[src/rtl/swz_pkg.sv]
// Shared types of the bit-6 swizzle unit.
// Assumes: encodings below are the port encodings listed in the brief.
package swz_pkg;
    typedef enum logic [1:0] {
        SWZ_NONE  = 2'd0,
        SWZ_BASE  = 2'd1,
        SWZ_ADD11 = 2'd2,
        SWZ_ADD17 = 2'd3
    } swz_mode_e;

    typedef enum logic [1:0] {
        CH_SINGLE = 2'd0,
        CH_ASYM   = 2'd1,
        CH_INTLV  = 2'd2,
        CH_RSVD   = 2'd3
    } chan_mode_e;

    typedef enum logic [1:0] {
        TL_NONE = 2'd0,
        TL_X    = 2'd1,
        TL_Y    = 2'd2,
        TL_RSVD = 2'd3
    } tile_e;

    typedef struct packed {
        swz_mode_e mode;
        logic      known;
    } swz_state_t;
endpackage

[src/rtl/swz_mode_decode.sv]
// Derives the swizzle mode from the raw configuration fields.
// Assumes: an untrustworthy configuration (bad read or L-shape) wins over
// every other field and maps to an unknown mode with no swizzle.
module swz_mode_decode
    import swz_pkg::*;
(
    input  logic [1:0] chan,
    input  logic       xor_off,
    input  logic       hi_sel,
    input  logic       lshape,
    input  logic       bad,
    output swz_state_t st
);
    // Purpose: pick mode and known flag from the fields.
    always_comb begin
        st.mode  = SWZ_NONE;
        st.known = 1'b1;
        if (bad || lshape) begin
            st.mode  = SWZ_NONE;
            st.known = 1'b0;
        end else if (chan_mode_e'(chan) == CH_INTLV) begin
            if (xor_off)     st.mode = SWZ_BASE;
            else if (hi_sel) st.mode = SWZ_ADD17;
            else             st.mode = SWZ_ADD11;
        end
    end
endmodule

[src/rtl/swz_mode_reg.sv]
// Holds the decoded swizzle state between configuration strobes.
// Assumes: synchronous active-low reset; reset state is known/no swizzle.
module swz_mode_reg
    import swz_pkg::*;
(
    input  logic       clk,
    input  logic       rst_n,
    input  logic       load,
    input  swz_state_t st_in,
    output swz_state_t st_q
);
    // Purpose: capture new state on strobe, otherwise hold.
    always_ff @(posedge clk) begin
        if (!rst_n) begin
            st_q.mode  <= SWZ_NONE;
            st_q.known <= 1'b1;
        end else if (load) begin
            st_q <= st_in;
        end
    end
endmodule

[src/rtl/swz_addr_xform.sv]
// Applies the held swizzle mode to one address, combinationally.
// Assumes: ADDR_W exceeds the highest tap position; only SWZ_BIT may change.
module swz_addr_xform
    import swz_pkg::*;
#(
    parameter int ADDR_W  = 32,
    parameter int SWZ_BIT = 6,
    parameter int TAP_A   = 9,
    parameter int TAP_B   = 10,
    parameter int TAP_LO  = 11,
    parameter int TAP_HI  = 17
) (
    input  swz_mode_e         mode,
    input  logic [1:0]        tile,
    input  logic [ADDR_W-1:0] addr_in,
    output logic [ADDR_W-1:0] addr_out
);
    localparam logic [ADDR_W-1:0] M_A  = ADDR_W'(1) << TAP_A;
    localparam logic [ADDR_W-1:0] M_B  = ADDR_W'(1) << TAP_B;
    localparam logic [ADDR_W-1:0] M_LO = ADDR_W'(1) << TAP_LO;
    localparam logic [ADDR_W-1:0] M_HI = ADDR_W'(1) << TAP_HI;

    logic [ADDR_W-1:0] taps;
    logic              flip;

    // Purpose: select which higher bits fold into the swizzled bit.
    always_comb begin
        taps = '0;
        if (tile_e'(tile) == TL_X || tile_e'(tile) == TL_Y) begin
            unique case (mode)
                SWZ_BASE:  taps = M_A;
                SWZ_ADD11: taps = M_A | M_LO;
                SWZ_ADD17: taps = M_A | M_HI;
                default:   taps = '0;
            endcase
            if (tile_e'(tile) == TL_X && mode != SWZ_NONE)
                taps = taps | M_B;
        end
    end

    // Purpose: parity of the selected taps.
    always_comb flip = ^(addr_in & taps);

    // One output bit per address bit; only the swizzle position may flip.
    for (genvar i = 0; i < ADDR_W; i++) begin : g_bit
        if (i == SWZ_BIT) begin : g_swz
            assign addr_out[i] = addr_in[i] ^ flip;
        end else begin : g_pass
            assign addr_out[i] = addr_in[i];
        end
    end
endmodule

[src/rtl/bit6_swizzle_unit.sv]
// Top of the bit-6 channel swizzle unit: decode, hold, transform.
// Assumes: configuration fields are stable at the edge where cfg_load is high.
module bit6_swizzle_unit
    import swz_pkg::*;
#(
    parameter int ADDR_W = 32
) (
    input  logic              clk,
    input  logic              rst_n,
    input  logic              cfg_load,
    input  logic [1:0]        cfg_chan,
    input  logic              cfg_xor_off,
    input  logic              cfg_hi_sel,
    input  logic              cfg_lshape,
    input  logic              cfg_bad,
    input  logic [ADDR_W-1:0] acc_addr,
    input  logic [1:0]        acc_tile,
    output logic [ADDR_W-1:0] out_addr,
    output logic              mode_known,
    output logic              pin_pages
);
    swz_state_t st_next;
    swz_state_t st_held;

    swz_mode_decode u_dec (
        .chan    (cfg_chan),
        .xor_off (cfg_xor_off),
        .hi_sel  (cfg_hi_sel),
        .lshape  (cfg_lshape),
        .bad     (cfg_bad),
        .st      (st_next)
    );

    swz_mode_reg u_reg (
        .clk   (clk),
        .rst_n (rst_n),
        .load  (cfg_load),
        .st_in (st_next),
        .st_q  (st_held)
    );

    swz_addr_xform #(.ADDR_W(ADDR_W)) u_xf (
        .mode     (st_held.mode),
        .tile     (acc_tile),
        .addr_in  (acc_addr),
        .addr_out (out_addr)
    );

    // Purpose: status outputs from the held state.
    always_comb begin
        mode_known = st_held.known;
        pin_pages  = !st_held.known;
    end
endmodule

[config.mk]
export PLATFORM = sky130hd
export DESIGN_NAME = bit6_swizzle_unit
export DESIGN_NICKNAME = d
export VERILOG_FILES = /design/src/rtl/swz_pkg.sv /design/src/rtl/swz_mode_decode.sv /design/src/rtl/swz_mode_reg.sv /design/src/rtl/swz_addr_xform.sv /design/src/rtl/bit6_swizzle_unit.sv
export SDC_FILE = /design/constraint.sdc
export NUM_CORES = 1
export LEC_CHECK = 0
export ABC_AREA = 1
export BUFFER_PORTS_ARGS = -buffer_cell sky130_fd_sc_hd__buf_2
export CAP_MARGIN = 25
export CORE_UTILIZATION = 30
export DETAILED_ROUTE_END_ITERATION = 10
export PLACE_DENSITY = 0.84
export SYNTH_ARGS = -nofsm -noshare
export SYNTH_HDL_FRONTEND = slang
export SYNTH_SLANG_ARGS = --single-unit
[constraint.sdc]
create_clock -name clk -period 2.5 [get_ports clk]
set_input_delay 0.125 -clock clk [delete_from_list [all_inputs] [get_ports clk]]
set_output_delay 0.125 -clock clk [all_outputs]
set_load 0.02 [all_outputs]
==> summary.txt <==
Cells and area
  • FF+latch area: 60.1 um^2
  • # nets final: 114
  • P&R area growth vs syn: -15.6%
  • Commonest cells after routing, fill and taps aside: buf_2 (22), inv_1 (11), nand2_1 (10)
  • Largest regs: u_reg.st_q x3
  • Top reg by flops: u_reg.st_q
  • Fillers: 178
  • Area of the multi-input gates: 153 um^2
  • Fraction of layout cells with a size suffix above 1: 43.5%
  • Max reg flops: 3
  • Final core occ: 27.2%
  • Leading cell type in the layout, fill and taps excluded: buf_2
  • Ant. Diodes: 0

Critical path
  • Crit. path cell count: 9
  • CP Launch Type: flop
  • Largest fanout on the critical path: 3
  • CP top delay family: simple AND/OR/NAND/NOR gates
  • Critical Path Sink Type: output port
  • Crit path buffers/inverters: 2
  • R2R cell count: 2
  • Worst path max stage delay: 360 ps
  • R2r setup slk: 1870 ps
  • CP Launch Point: u_reg.st_q[1]
  • Critical Path Slowest Stage Cell: dfxtp_1
  • Crit Reg-Reg Startpoint: u_reg.st_q[2]
  • Worst flop-to-flop path endpoint: u_reg.st_q[2]
  • End of the critical path: out_addr[6]
  • CP required: 2380 ps
  • Most used cell, CP: nand2_1
  • Critical path class: reg2out
  • Critical path, cell by cell: inv_2 -> nor2_2 -> nand2_1 -> nand2_1 -> nand3_2 -> nand2_1 -> nand2_1 -> nand2_1 -> buf_2
  • Worst Path Arrival: 1260 ps

Power
  • Int Power: 128 uW
  • Switch Pwr: 51.6 uW
  • Switching share of power: 28.7%
  • Max IR drop VDD: 140 uV
  • Comb pwr share: 24.2%
  • P_leak: 0.000244 uW
  • Part of the power in the clock network: 47.7%
  • Sequential Power Share: 28.1%
  • Total power draw: 180 uW
  • Pwr Density: 434 mW/mm^2

Synthesis
  • Syn_area_per_cell: 6.63 um^2
  • Unique cell type count in the Yosys netlist: 16
  • Synthesized cell area: 490 um^2
  • Syn Inst Count: 74
  • Synthesized net count: 118
  • Cell taking the most area after synthesis: buf_4
  • Sequential area share after synthesis: 12.2%
  • Synth Warn #: 0
  • Top area cells in the synthesized netlist: buf_4 (47%), dfxtp_1 (12%), inv_1 (8.4%), nand2_1 (7.7%), nand4_1 (3.8%)
  • Synth top area share: 47.4%
  • FF+latch count, synth: 3

Placed design
  • Setup WS pre-CTS: 1200 ps
  • Port bufs: 22
  • Gpl congestion: 0.730

CTS
  • Sink Count: 3
  • Post-CTS sizing: 0
  • Num CTS Buffers: 3
  • Clock slew at reported path FFs: 40 ps
  • Worst-Skew Late Latency: 230 ps
  • H-tree level count: 1
  • CTS max path bufs: 2
  • Hold Buf Count CTS: 0
  • TritonCTS clock tree: built
  • Post-CTS Setup Repair Bufs: 0
  • Clk root buf: clkbuf_4

STA
  • Tcrit/Tclk final: 55.5%
  • Worst-margin pin slew: 191 ps
  • Fmax: 721 MHz
  • Setup WS post-layout: 1110 ps
  • Clk_skew: 0 ps
  • Min Hold Slack: 101 ps
  • Shortest period the worst path allows: 1390 ps
  • Fin. max-slew vios: 0
  • Unrepaired setup endpoints after global routing: no
  • Hold Vio Cnt, Final: 0
  • Setup TNS: 0 ps
  • Rel. slew slack: 87.2%
  • Setup-failing EPs final: 0

Global routing
  • Met3 GRT Util: 1.29%
  • Vias in the first global route: 334
  • GRT Util Overall: 8.38%
  • Global routing's busiest layer: met2
  • GR Overflow Total: 0
  • First-pass GRT wire length: 1.12 mm
  • GRT met1 Usage: 6.99%
  • Met2 Resource Use GR: 14.8%
  • Initial antenna violation count: 0
  • Pin count of the biggest net entering global routing: 5

Route
  • Avg WL per Cell: 9.59 um
  • Vias/cell: 4.44
  • DR vias: 377
  • Final WL: 815 um
  • Drt first pass iters: 2
  • Residual DRC count: 0
  • Number of routed nets with antenna violations: 0
  • DR iter-0 viols: 1

Floorplan
  • CORE AREA: 0.00152 mm^2
  • DIE AREA: 0.00180 mm^2
  • Die height: 42.4 um
  • Chip Width: 42.4 um
  • # IOs: 77
  • Initial Util: 32.2%
  • FP Rows: 14

Run status
  • Status: completed

Job
  • MaxCap Viol Count: 0

Worst hold path
  • Worst min-delay path category: in2reg
[logic make-up (layout without fill, tap and decap cells)]
logic type | count (synthesis) | in the layout | share of synthesized area (%)
compound gates | 4 | 4 | 4.08
fa+ha+maj | 1 | 1 | 2.55
simple gates | 22 | 22 | 22.7
flops | 3 | 3 | 12.2
xor+xnor | 1 | 1 | 1.79
buf+inv | 43 | 38 | 56.6
[worst register-to-register path, delay by kind of cell (launching register included)]
kind | cells | cell delay, ps
AOI/OAI and AO/OA | 1 | 130
DFF | 1 | 360
and+or+nand+nor | 1 | 70
[per-layer routing]
layer,up-vias,share of wire (%)
met3,6,11
met2,26,54
met4,0,1.6
met5,-,0
met1,159,33
li1,186,-
[per-stage QoR]
step / cells / instance area [um^2]
after global placement: 81 / 388
final: 85 / 414
after CTS: 85 / 414
after detailed placement: 81 / 388
after floorplan: 74 / 490
after global routing: 85 / 414
[power groups by stage]
stage               sequential (uW)  combinational (uW)  clock [uW]
floorplan                      52.7                88.5           0
global placement               51.3                42.4           0
detailed placement             51.3                43.6           0
CTS                            50.6                43.8        90.3
global route                   50.9                47.5        90.0
finish                         50.5                43.5        85.7
[final cells by class]
| cell class | instances | share of cell area [%] |
|---|---|---|
| multi-input cells | 28 | 36.9 |
| clock buffers | 4 | 6.34 |
| flip-flops and latches | 3 | 14.5 |
| inverters | 12 | 10.9 |
| well taps | 16 | 4.83 |
| repair buffers | 22 | 26.6 |
[worst min path at each step]
| stage | end | start | cells after the start |
|---|---|---|---|
| detailed placement | out_addr[14] | acc_addr[14] | 0 |
| global placement | out_addr[14] | acc_addr[14] | 0 |
| global route | u_reg.st_q[0] | cfg_load | 2 |
| floorplan | u_reg.st_q[0] | cfg_load | 1 |
| CTS | u_reg.st_q[0] | cfg_load | 2 |
| finish | u_reg.st_q[0] | cfg_load | 2 |
[Yosys cell counts (all sizes together)]
master	instances
nor2	3
nand3	4
dfxtp	3
nor3	1
nand4	3
a21oi	2
inv	12
buf	31
or2	1
nand2	10
ha	1
xor2	1
o21ai	2
(Power assumes the default switching activity.)
